<file path="src/rtl/tag_ecc_pkg.sv">
package tag_ecc_pkg;
  localparam int DEF_DATA_W = 19;
  localparam int DEF_WAYS   = 8;
  localparam int DEF_IDX_W  = 10;
  localparam int REG_W      = 32;

  // Smallest Hamming field r with 2**r >= dw + r + 1.
  function automatic int ham_width(input int dw);
    int r;
    r = 1;
    while ((1 << r) < dw + r + 1) r++;
    return r;
  endfunction
endpackage

</file>
<file path="src/rtl/tag_ecc_way_chk.sv">
module tag_ecc_way_chk #(
  parameter int DATA_W = 19,
  parameter int HAM_W  = 5
) (
  input  logic                      en_i,
  input  logic [DATA_W+HAM_W:0]     cw_i,
  output logic [HAM_W:0]            syn_o,
  output logic                      sec_o,
  output logic                      ded_o,
  output logic [DATA_W+HAM_W:0]     fix_o
);
  localparam int CW_W = DATA_W + HAM_W + 1;
  localparam int NPOS = 1 << HAM_W;

  function automatic int last_pos();
    int k;
    int lp;
    k = 0;
    lp = 0;
    for (int p = 1; p < NPOS; p++) begin
      if ((p & (p - 1)) != 0 && k < DATA_W) begin
        lp = p;
        k++;
      end
    end
    return lp;
  endfunction

  localparam int LAST_POS = last_pos();

  function automatic logic [HAM_W-1:0] ham(input logic [DATA_W-1:0] d);
    logic [HAM_W-1:0] h;
    int k;
    h = '0;
    k = 0;
    for (int p = 1; p < NPOS; p++) begin
      if ((p & (p - 1)) != 0 && k < DATA_W) begin
        if (d[k]) h = h ^ p[HAM_W-1:0];
        k++;
      end
    end
    return h;
  endfunction

  function automatic logic [CW_W-1:0] enc(input logic [DATA_W-1:0] d);
    logic [HAM_W-1:0] h;
    h = ham(d);
    return {(^d) ^ (^h), h, d};
  endfunction

  logic [DATA_W-1:0] data, dfix;
  logic [HAM_W-1:0]  s_low;
  logic              s_hi, sec_raw, ded_raw;

  always_comb begin
    data    = cw_i[DATA_W-1:0];
    s_low   = ham(data) ^ cw_i[DATA_W +: HAM_W];
    s_hi    = ^cw_i;
    sec_raw = s_hi && (32'(s_low) <= LAST_POS);
    ded_raw = (s_hi || (s_low != '0)) && !sec_raw;
  end

  // Flip the data bit whose Hamming position equals the syndrome.
  always_comb begin
    int k;
    dfix = data;
    k = 0;
    for (int p = 1; p < NPOS; p++) begin
      if ((p & (p - 1)) != 0 && k < DATA_W) begin
        if (sec_raw && (p[HAM_W-1:0] == s_low)) dfix[k] = ~data[k];
        k++;
      end
    end
  end

  assign sec_o = en_i & sec_raw;
  assign ded_o = en_i & ded_raw;
  assign syn_o = en_i ? {s_hi, s_low} : '0;
  assign fix_o = (en_i && sec_raw) ? enc(dfix) : cw_i;
endmodule

</file>
<file path="src/rtl/tag_ecc_status.sv">
module tag_ecc_status #(
  parameter int CHK_W = 6,
  parameter int WAY_W = 3,
  parameter int IDX_W = 10,
  parameter int REG_W = 32
) (
  input  logic             clk,
  input  logic             rst_n,
  input  logic             fire_i,
  input  logic             any_sec_i,
  input  logic             any_ded_i,
  input  logic             hit_sec_i,
  input  logic             hit_ded_i,
  input  logic [CHK_W-1:0] hit_syn_i,
  input  logic [WAY_W-1:0] hit_way_i,
  input  logic [IDX_W-1:0] index_i,
  input  logic             wr_i,
  input  logic [REG_W-1:0] wdata_i,
  output logic [REG_W-1:0] rdata_o,
  output logic             ecc_en_o,
  output logic             irq_o
);
  localparam int B_EN  = 0;
  localparam int B_SIE = 1;
  localparam int B_DIE = 2;
  localparam int B_SEC = 3;
  localparam int B_DED = 4;
  localparam int F_SYN = 5;
  localparam int F_WAY = F_SYN + CHK_W;
  localparam int F_IDX = F_WAY + WAY_W;

  logic             en_q, sie_q, die_q, sec_q, ded_q;
  logic [CHK_W-1:0] syn_q;
  logic [WAY_W-1:0] way_q;
  logic [IDX_W-1:0] idx_q;
  logic             ev_sec, ev_ded, take_ded, take_sec;

  assign ev_sec   = fire_i & any_sec_i;
  assign ev_ded   = fire_i & any_ded_i;
  assign take_ded = ev_ded & ~ded_q;
  assign take_sec = ev_sec & ~ev_ded & ~sec_q & ~ded_q;

  always_ff @(posedge clk or negedge rst_n) begin
    if (!rst_n) begin
      en_q  <= 1'b0;
      sie_q <= 1'b0;
      die_q <= 1'b0;
      sec_q <= 1'b0;
      ded_q <= 1'b0;
      syn_q <= '0;
      way_q <= '0;
      idx_q <= '0;
    end else begin
      if (wr_i) begin
        en_q  <= wdata_i[B_EN];
        sie_q <= wdata_i[B_SIE];
        die_q <= wdata_i[B_DIE];
      end
      sec_q <= (sec_q & ~(wr_i & wdata_i[B_SEC])) | ev_sec;
      ded_q <= (ded_q & ~(wr_i & wdata_i[B_DED])) | ev_ded;
      if (take_ded) begin
        syn_q <= hit_ded_i ? hit_syn_i : '0;
        way_q <= hit_ded_i ? hit_way_i : '0;
        idx_q <= index_i;
      end else if (take_sec) begin
        syn_q <= hit_sec_i ? hit_syn_i : '0;
        way_q <= hit_sec_i ? hit_way_i : '0;
        idx_q <= index_i;
      end
    end
  end

  always_comb begin
    rdata_o               = '0;
    rdata_o[B_EN]         = en_q;
    rdata_o[B_SIE]        = sie_q;
    rdata_o[B_DIE]        = die_q;
    rdata_o[B_SEC]        = sec_q;
    rdata_o[B_DED]        = ded_q;
    rdata_o[F_SYN +: CHK_W] = syn_q;
    rdata_o[F_WAY +: WAY_W] = way_q;
    rdata_o[F_IDX +: IDX_W] = idx_q;
  end

  assign ecc_en_o = en_q;
  assign irq_o    = (sec_q & sie_q) | (ded_q & die_q);
endmodule

</file>
<file path="src/rtl/tag_ecc_logger.sv">
module tag_ecc_logger #(
  parameter int DATA_W = tag_ecc_pkg::DEF_DATA_W,
  parameter int WAYS   = tag_ecc_pkg::DEF_WAYS,
  parameter int IDX_W  = tag_ecc_pkg::DEF_IDX_W,
  parameter int HAM_W  = tag_ecc_pkg::ham_width(DATA_W),
  parameter int CW_W   = DATA_W + HAM_W + 1,
  parameter int WAY_W  = $clog2(WAYS)
) (
  input  logic                 clk,
  input  logic                 rst_n,
  input  logic                 probe_valid,
  output logic                 probe_ready,
  input  logic [IDX_W-1:0]     probe_index,
  input  logic [WAYS*CW_W-1:0] probe_words,
  input  logic                 probe_hit,
  input  logic [WAY_W-1:0]     probe_way,
  output logic                 fix_valid,
  input  logic                 fix_ready,
  output logic [CW_W-1:0]      fix_word,
  input  logic                 reg_wr,
  input  logic [31:0]          reg_wdata,
  output logic [31:0]          reg_rdata,
  output logic                 irq
);
  localparam int CHK_W = HAM_W + 1;

  logic             ecc_en;
  logic [WAYS-1:0]  sec_w, ded_w;
  logic [CHK_W-1:0] syn_w [WAYS];
  logic [CW_W-1:0]  fix_w [WAYS];

  for (genvar w = 0; w < WAYS; w++) begin : g_way
    tag_ecc_way_chk #(.DATA_W(DATA_W), .HAM_W(HAM_W)) u_chk (
      .en_i  (ecc_en),
      .cw_i  (probe_words[w*CW_W +: CW_W]),
      .syn_o (syn_w[w]),
      .sec_o (sec_w[w]),
      .ded_o (ded_w[w]),
      .fix_o (fix_w[w])
    );
  end

  logic fire;
  assign probe_ready = fix_ready;
  assign fix_valid   = probe_valid;
  assign fire        = probe_valid & fix_ready;
  assign fix_word    = fix_w[probe_way];

  tag_ecc_status #(
    .CHK_W(CHK_W), .WAY_W(WAY_W), .IDX_W(IDX_W), .REG_W(tag_ecc_pkg::REG_W)
  ) u_status (
    .clk       (clk),
    .rst_n     (rst_n),
    .fire_i    (fire),
    .any_sec_i (|sec_w),
    .any_ded_i (|ded_w),
    .hit_sec_i (probe_hit & sec_w[probe_way]),
    .hit_ded_i (probe_hit & ded_w[probe_way]),
    .hit_syn_i (syn_w[probe_way]),
    .hit_way_i (probe_way),
    .index_i   (probe_index),
    .wr_i      (reg_wr),
    .wdata_i   (reg_wdata),
    .rdata_o   (reg_rdata),
    .ecc_en_o  (ecc_en),
    .irq_o     (irq)
  );
endmodule

</file>
<file path="config.mk">
export PLATFORM = sky130hd
export DESIGN_NAME = tag_ecc_logger
export DESIGN_NICKNAME = d
export VERILOG_FILES = /design/src/rtl/tag_ecc_pkg.sv /design/src/rtl/tag_ecc_way_chk.sv /design/src/rtl/tag_ecc_status.sv /design/src/rtl/tag_ecc_logger.sv
export SDC_FILE = /design/constraint.sdc
export NUM_CORES = 1
export LEC_CHECK = 0
export BUFFER_PORTS_ARGS = -buffer_cell sky130_fd_sc_hd__buf_2
export CORE_ASPECT_RATIO = 1.5
export CORE_MARGIN = 1.5
export CORE_UTILIZATION = 50
export CTS_BUF_LIST = sky130_fd_sc_hd__clkbuf_8
export CTS_CLUSTER_DIAMETER = 200
export CTS_CLUSTER_SIZE = 16
export DETAILED_ROUTE_END_ITERATION = 16
export PLACE_DENSITY = 0.8
export SYNTH_ARGS = -nofsm -noshare
export SYNTH_HDL_FRONTEND = slang
export SYNTH_SLANG_ARGS = --single-unit
</file>
<file path="constraint.sdc">
create_clock -name clk -period 5.85 [get_ports clk]
set_clock_uncertainty 0.2 [all_clocks]
set_input_delay 0.585 -clock clk [delete_from_list [all_inputs] [get_ports clk]]
set_output_delay 0.585 -clock clk [all_outputs]
set_load 0.01 [all_outputs]
</file>
==> impl_metrics.py <==
metrics = {
    "critical_path": {
        "slowest_stage": "xnor2_1",
        "ff2ff_setup_slack_ns": 1.99,
        "cp_slowest_stage_delay_ns": 0.61,
        "cp_max_fo": 6,
        "crit_chain": "buf_2 -> xor2_1 -> xnor3_1 -> xnor2_1 -> buf_4 -> a211oi_1 -> o211ai_1 -> xnor2_1 -> xnor3_1 -> xnor2_1 -> xnor3_1 -> o31ai_1 -> buf_4 -> o221ai_1 -> o311ai_1 -> buf_4 -> buf_2",
        "start_kind": "input pin",
        "cp.required_ns": 5.07,
        "reg2reg_depth": 10,
        "r2r_start": "u_status.ecc_en_o",
        "crit_type": "input pin to output pin",
        "end_kind": "output pin",
        "crit_arrival_ns": 4.94,
        "r2r-end": "u_status.idx_q[9]",
    },
    "grt": {
        "grt_pass1_vias": 14900,
        "grt_max_degree": 59,
        "grt_pass1_wl_mm": 87.5,
        "antenna_found_initial": 4,
        "grt.total_usage": 0.379,
        "gr-total-overflow": 0,
    },
    "sta": {
        "fin_setup_tns_ns": 0,
        "finalSetupViolCount": 0,
        "rsz0062_at_grt": "no",
        "min_period_over_period": 0.978,
        "finalCriticalPeriod_ns": 5.72,
        "finalHoldViolations": 0,
        "slew_headroom": 0.390,
        "finalMaxSlewViolations": 0,
        "max_freq_ghz": 0.175,
        "worst_slew_pin_slew_ns": 0.909,
    },
    "cts": {
        "htree_levels": 1,
        "root_buffer": "clkbuf_8",
        "cts_tree": "yes",
        "clk_pin_slew_ns": 0.08,
        "numCtsBuffers": 3,
        "clockBufferDepth": 2,
        "clkSinkCount": 24,
        "hold_buffers": 0,
        "insertion_delay_ns": 0.27,
    },
    "route": {
        "drt-initial-drc-count": 1275,
        "drc": 0,
        "vias": 15100,
        "ant_nets": 0,
        "finalWirelength_mm": 59.6,
        "dr_wl_met2_mm": 28.7,
        "first_pass_iters": 5,
        "wl_per_cell_um": 24.1,
        "wl_met3_mm": 5.09,
        "viasPerCell": 6.12,
        "wl_met1_mm": 19.8,
        "dr.max_layer_used": "met5",
    },
    "power_and_ir_drop": {
        "peakVddDrop_uv": 254,
        "power.leakage_nw": 7.58,
        "intPower_w": 0.00385,
        "power.total_w": 0.00825,
        "pwr-share-comb": 0.950,
        "netSwitchingFraction": 0.533,
        "pwr_density_cell_mw_per_mm2": 466,
        "power.share.sequential": 0.033,
        "p_switching_w": 0.00440,
        "pwr-share-clk": 0.017,
    },
    "synthesis": {
        "synth-seq-cells": 24,
        "yosysSeqAreaShare": 0.0402,
        "yosys_warnings": 0,
        "syn_area_per_cell_um2": 8.62,
        "synth_flop_cell": "dfrtp_1",
        "synth.largest_area_cell": "xnor2_1",
        "syn_inst": 1733,
        "synthTopCellsByArea": "xnor2_1, xnor3_1, xor2_1, mux4_2, nor2_1",
        "async_reset_ff_frac": 1.00,
        "synth_top_area_share": 0.271,
        "yosysUniqueCellTypes": 71,
        "synth_edf_count": 0,
        "netlist_area_mm2": 0.0149,
    },
    "floorplanning": {
        "io_pins": 311,
        "row_count": 77,
        "die_w_um": 144,
        "die_h_um": 215,
        "coreArea_mm2": 0.0295,
        "start_util": 0.507,
        "die_area_mm2": 0.0310,
    },
    "min_path": {
        "hold_class": "input pin to async pin",
    },
    "cells_and_area": {
        "fin_util": 0.601,
        "insertedDiodeCount": 0,
        "nets": 2326,
        "fin_area_mm2": 0.0177,
        "drive_above_1_share": 0.252,
        "area_growth_syn_to_layout_pct": 18.5,
    },
    "placement": {
        "dp_hpwl_mm": 51.1,
        "placement.io_buffers": 275,
        "gp_congestion": 1.07,
        "placed_cell_area_mm2": 0.0176,
    },
    "run": {
        "cap_viol_max_count": 0,
    },
    "run_status": {
        "outcome": "complete, no violations",
    },
}
-- timing repair --
item / 4_1_cts / 5_1_grt
endpoints found under the setup margin: 0 / 1
gates resized for setup: 0 / 6
setup buffers: 0 / 0
-- worst max-delay path, delay by kind of cell --
kind                      cells  cell delay [ns]
buffers and inverters         5             0.96
xor gates and xnor gates      7             2.45
AOI/OAI and AO/OA             5             0.92
-- Yosys cell counts (all sizes together), types with 8 or more instances --
| master | instances |
|---|---|
| o21ai | 55 |
| a32o | 9 |
| xor3 | 28 |
| mux4 | 51 |
| mux2i | 22 |
| o211ai | 17 |
| or3 | 8 |
| dfrtp | 24 |
| nand2b | 11 |
| xor2 | 167 |
| nor4 | 15 |
| xnor2 | 470 |
| nor2 | 191 |
| nor3 | 44 |
| nand4 | 29 |
| xnor3 | 96 |
| a21oi | 46 |
| nand3 | 59 |
| buf | 30 |
| and3 | 9 |
| mux2 | 13 |
| clkbuf | 68 |
| nand2 | 151 |
| nor3b | 9 |
| a211oi | 20 |
-- worst max-delay path by stage --
stage	start	to	cells after the start
2_1_floorplan	probe_words[53]	fix_word[24]	12
3_3_place_gp	probe_words[164]	fix_word[24]	16
3_5_place_dp	probe_words[164]	fix_word[24]	16
4_1_cts	probe_words[164]	fix_word[24]	16
5_1_grt	probe_words[167]	fix_word[24]	16
6_report	probe_words[163]	fix_word[24]	17
-- per-stage QoR --
| step | hold WS, ns | worst slack [ns] | instances |
|---|---|---|---|
| after floorplan | 0.0894 | 0.920 | 1740 |
| after global placement | 0.257 | 0.194 | 2465 |
| after detailed placement | 0.265 | 0.198 | 2465 |
| after CTS | 0.0867 | 0.166 | 2469 |
| after global routing | 0.118 | 0.00372 | 2469 |
| final | 0.0795 | 0.129 | 2469 |
-- sequential cells by signal, indices dropped and copies added, names as in the netlist --
name               cells
u_status.ded_q         1
u_status.die_q         1
u_status.ecc_en_o      1
u_status.idx_q        10
u_status.sec_q         1
u_status.sie_q         1
u_status.syn_q         6
u_status.way_q         3
-- power by group through the flow --
stage	combinational, W	sequential [W]	clock (W)
2_1_floorplan	0.00501	0.000290	0
3_3_place_gp	0.00747	0.000268	0
3_5_place_dp	0.00756	0.000272	0
4_1_cts	0.00760	0.000268	0.000147
5_1_grt	0.00820	0.000276	0.000152
6_report	0.00784	0.000269	0.000144
-- placed cells by master, fill, tap and decap left out, types with 9 or more instances in the layout --
| cell type | Yosys | final |
|---|---|---|
| xor2_1 | 167 | 167 |
| a21oi_1 | 46 | 46 |
| xnor2_2 | 7 | 10 |
| nor3_1 | 43 | 43 |
| buf_2 | 6 | 274 |
| nor3b_1 | 9 | 9 |
| o21ai_0 | 53 | 53 |
| xor3_1 | 28 | 27 |
| mux4_2 | 51 | 51 |
| a211oi_1 | 20 | 20 |
| and3_1 | 9 | 9 |
| mux2i_1 | 22 | 22 |
| buf_4 | 15 | 150 |
| mux2_2 | 13 | 13 |
| a32o_1 | 9 | 9 |
| nand4_1 | 29 | 29 |
| nand2b_1 | 11 | 11 |
| o211ai_1 | 17 | 17 |
| xnor2_1 | 462 | 459 |
| dfrtp_1 | 24 | 24 |
| xnor3_1 | 94 | 92 |
| nand3_1 | 59 | 59 |
| nand2_1 | 151 | 151 |
| nor4_1 | 14 | 14 |
| nor2_1 | 190 | 190 |
-- layer usage --
| metal | vias up | GRT usage |
|---|---|---|
| met5 | - | 0 |
| met4 | 4 | 0.304 |
| met3 | 326 | 0.0521 |
| met2 | 1021 | 0.645 |
| li1 | 6697 | - |
| met1 | 7062 | 0.415 |
-- area by class of cell --
cell class                      instances  area, um2
Timing Repair Buffer                  428       2580
Inverter                                6       22.5
Tap cell                              395        494
Sequential cell                        24        601
Clock inverter                          1       30.0
Clock buffer                            3       41.3
Fill cell                            2655      11800
Multi-Input combinational cell       1612      13900
-- logic make-up after synthesis --
family,synth area share
buffers and inverters,0.0305
multiplexers,0.101
other,0.000251
flip-flops,0.0402
XOR/XNOR,0.568
AO/OA/AOI/OAI,0.0888
AND/OR/NAND/NOR,0.171
(Power assumes the default switching activity.)
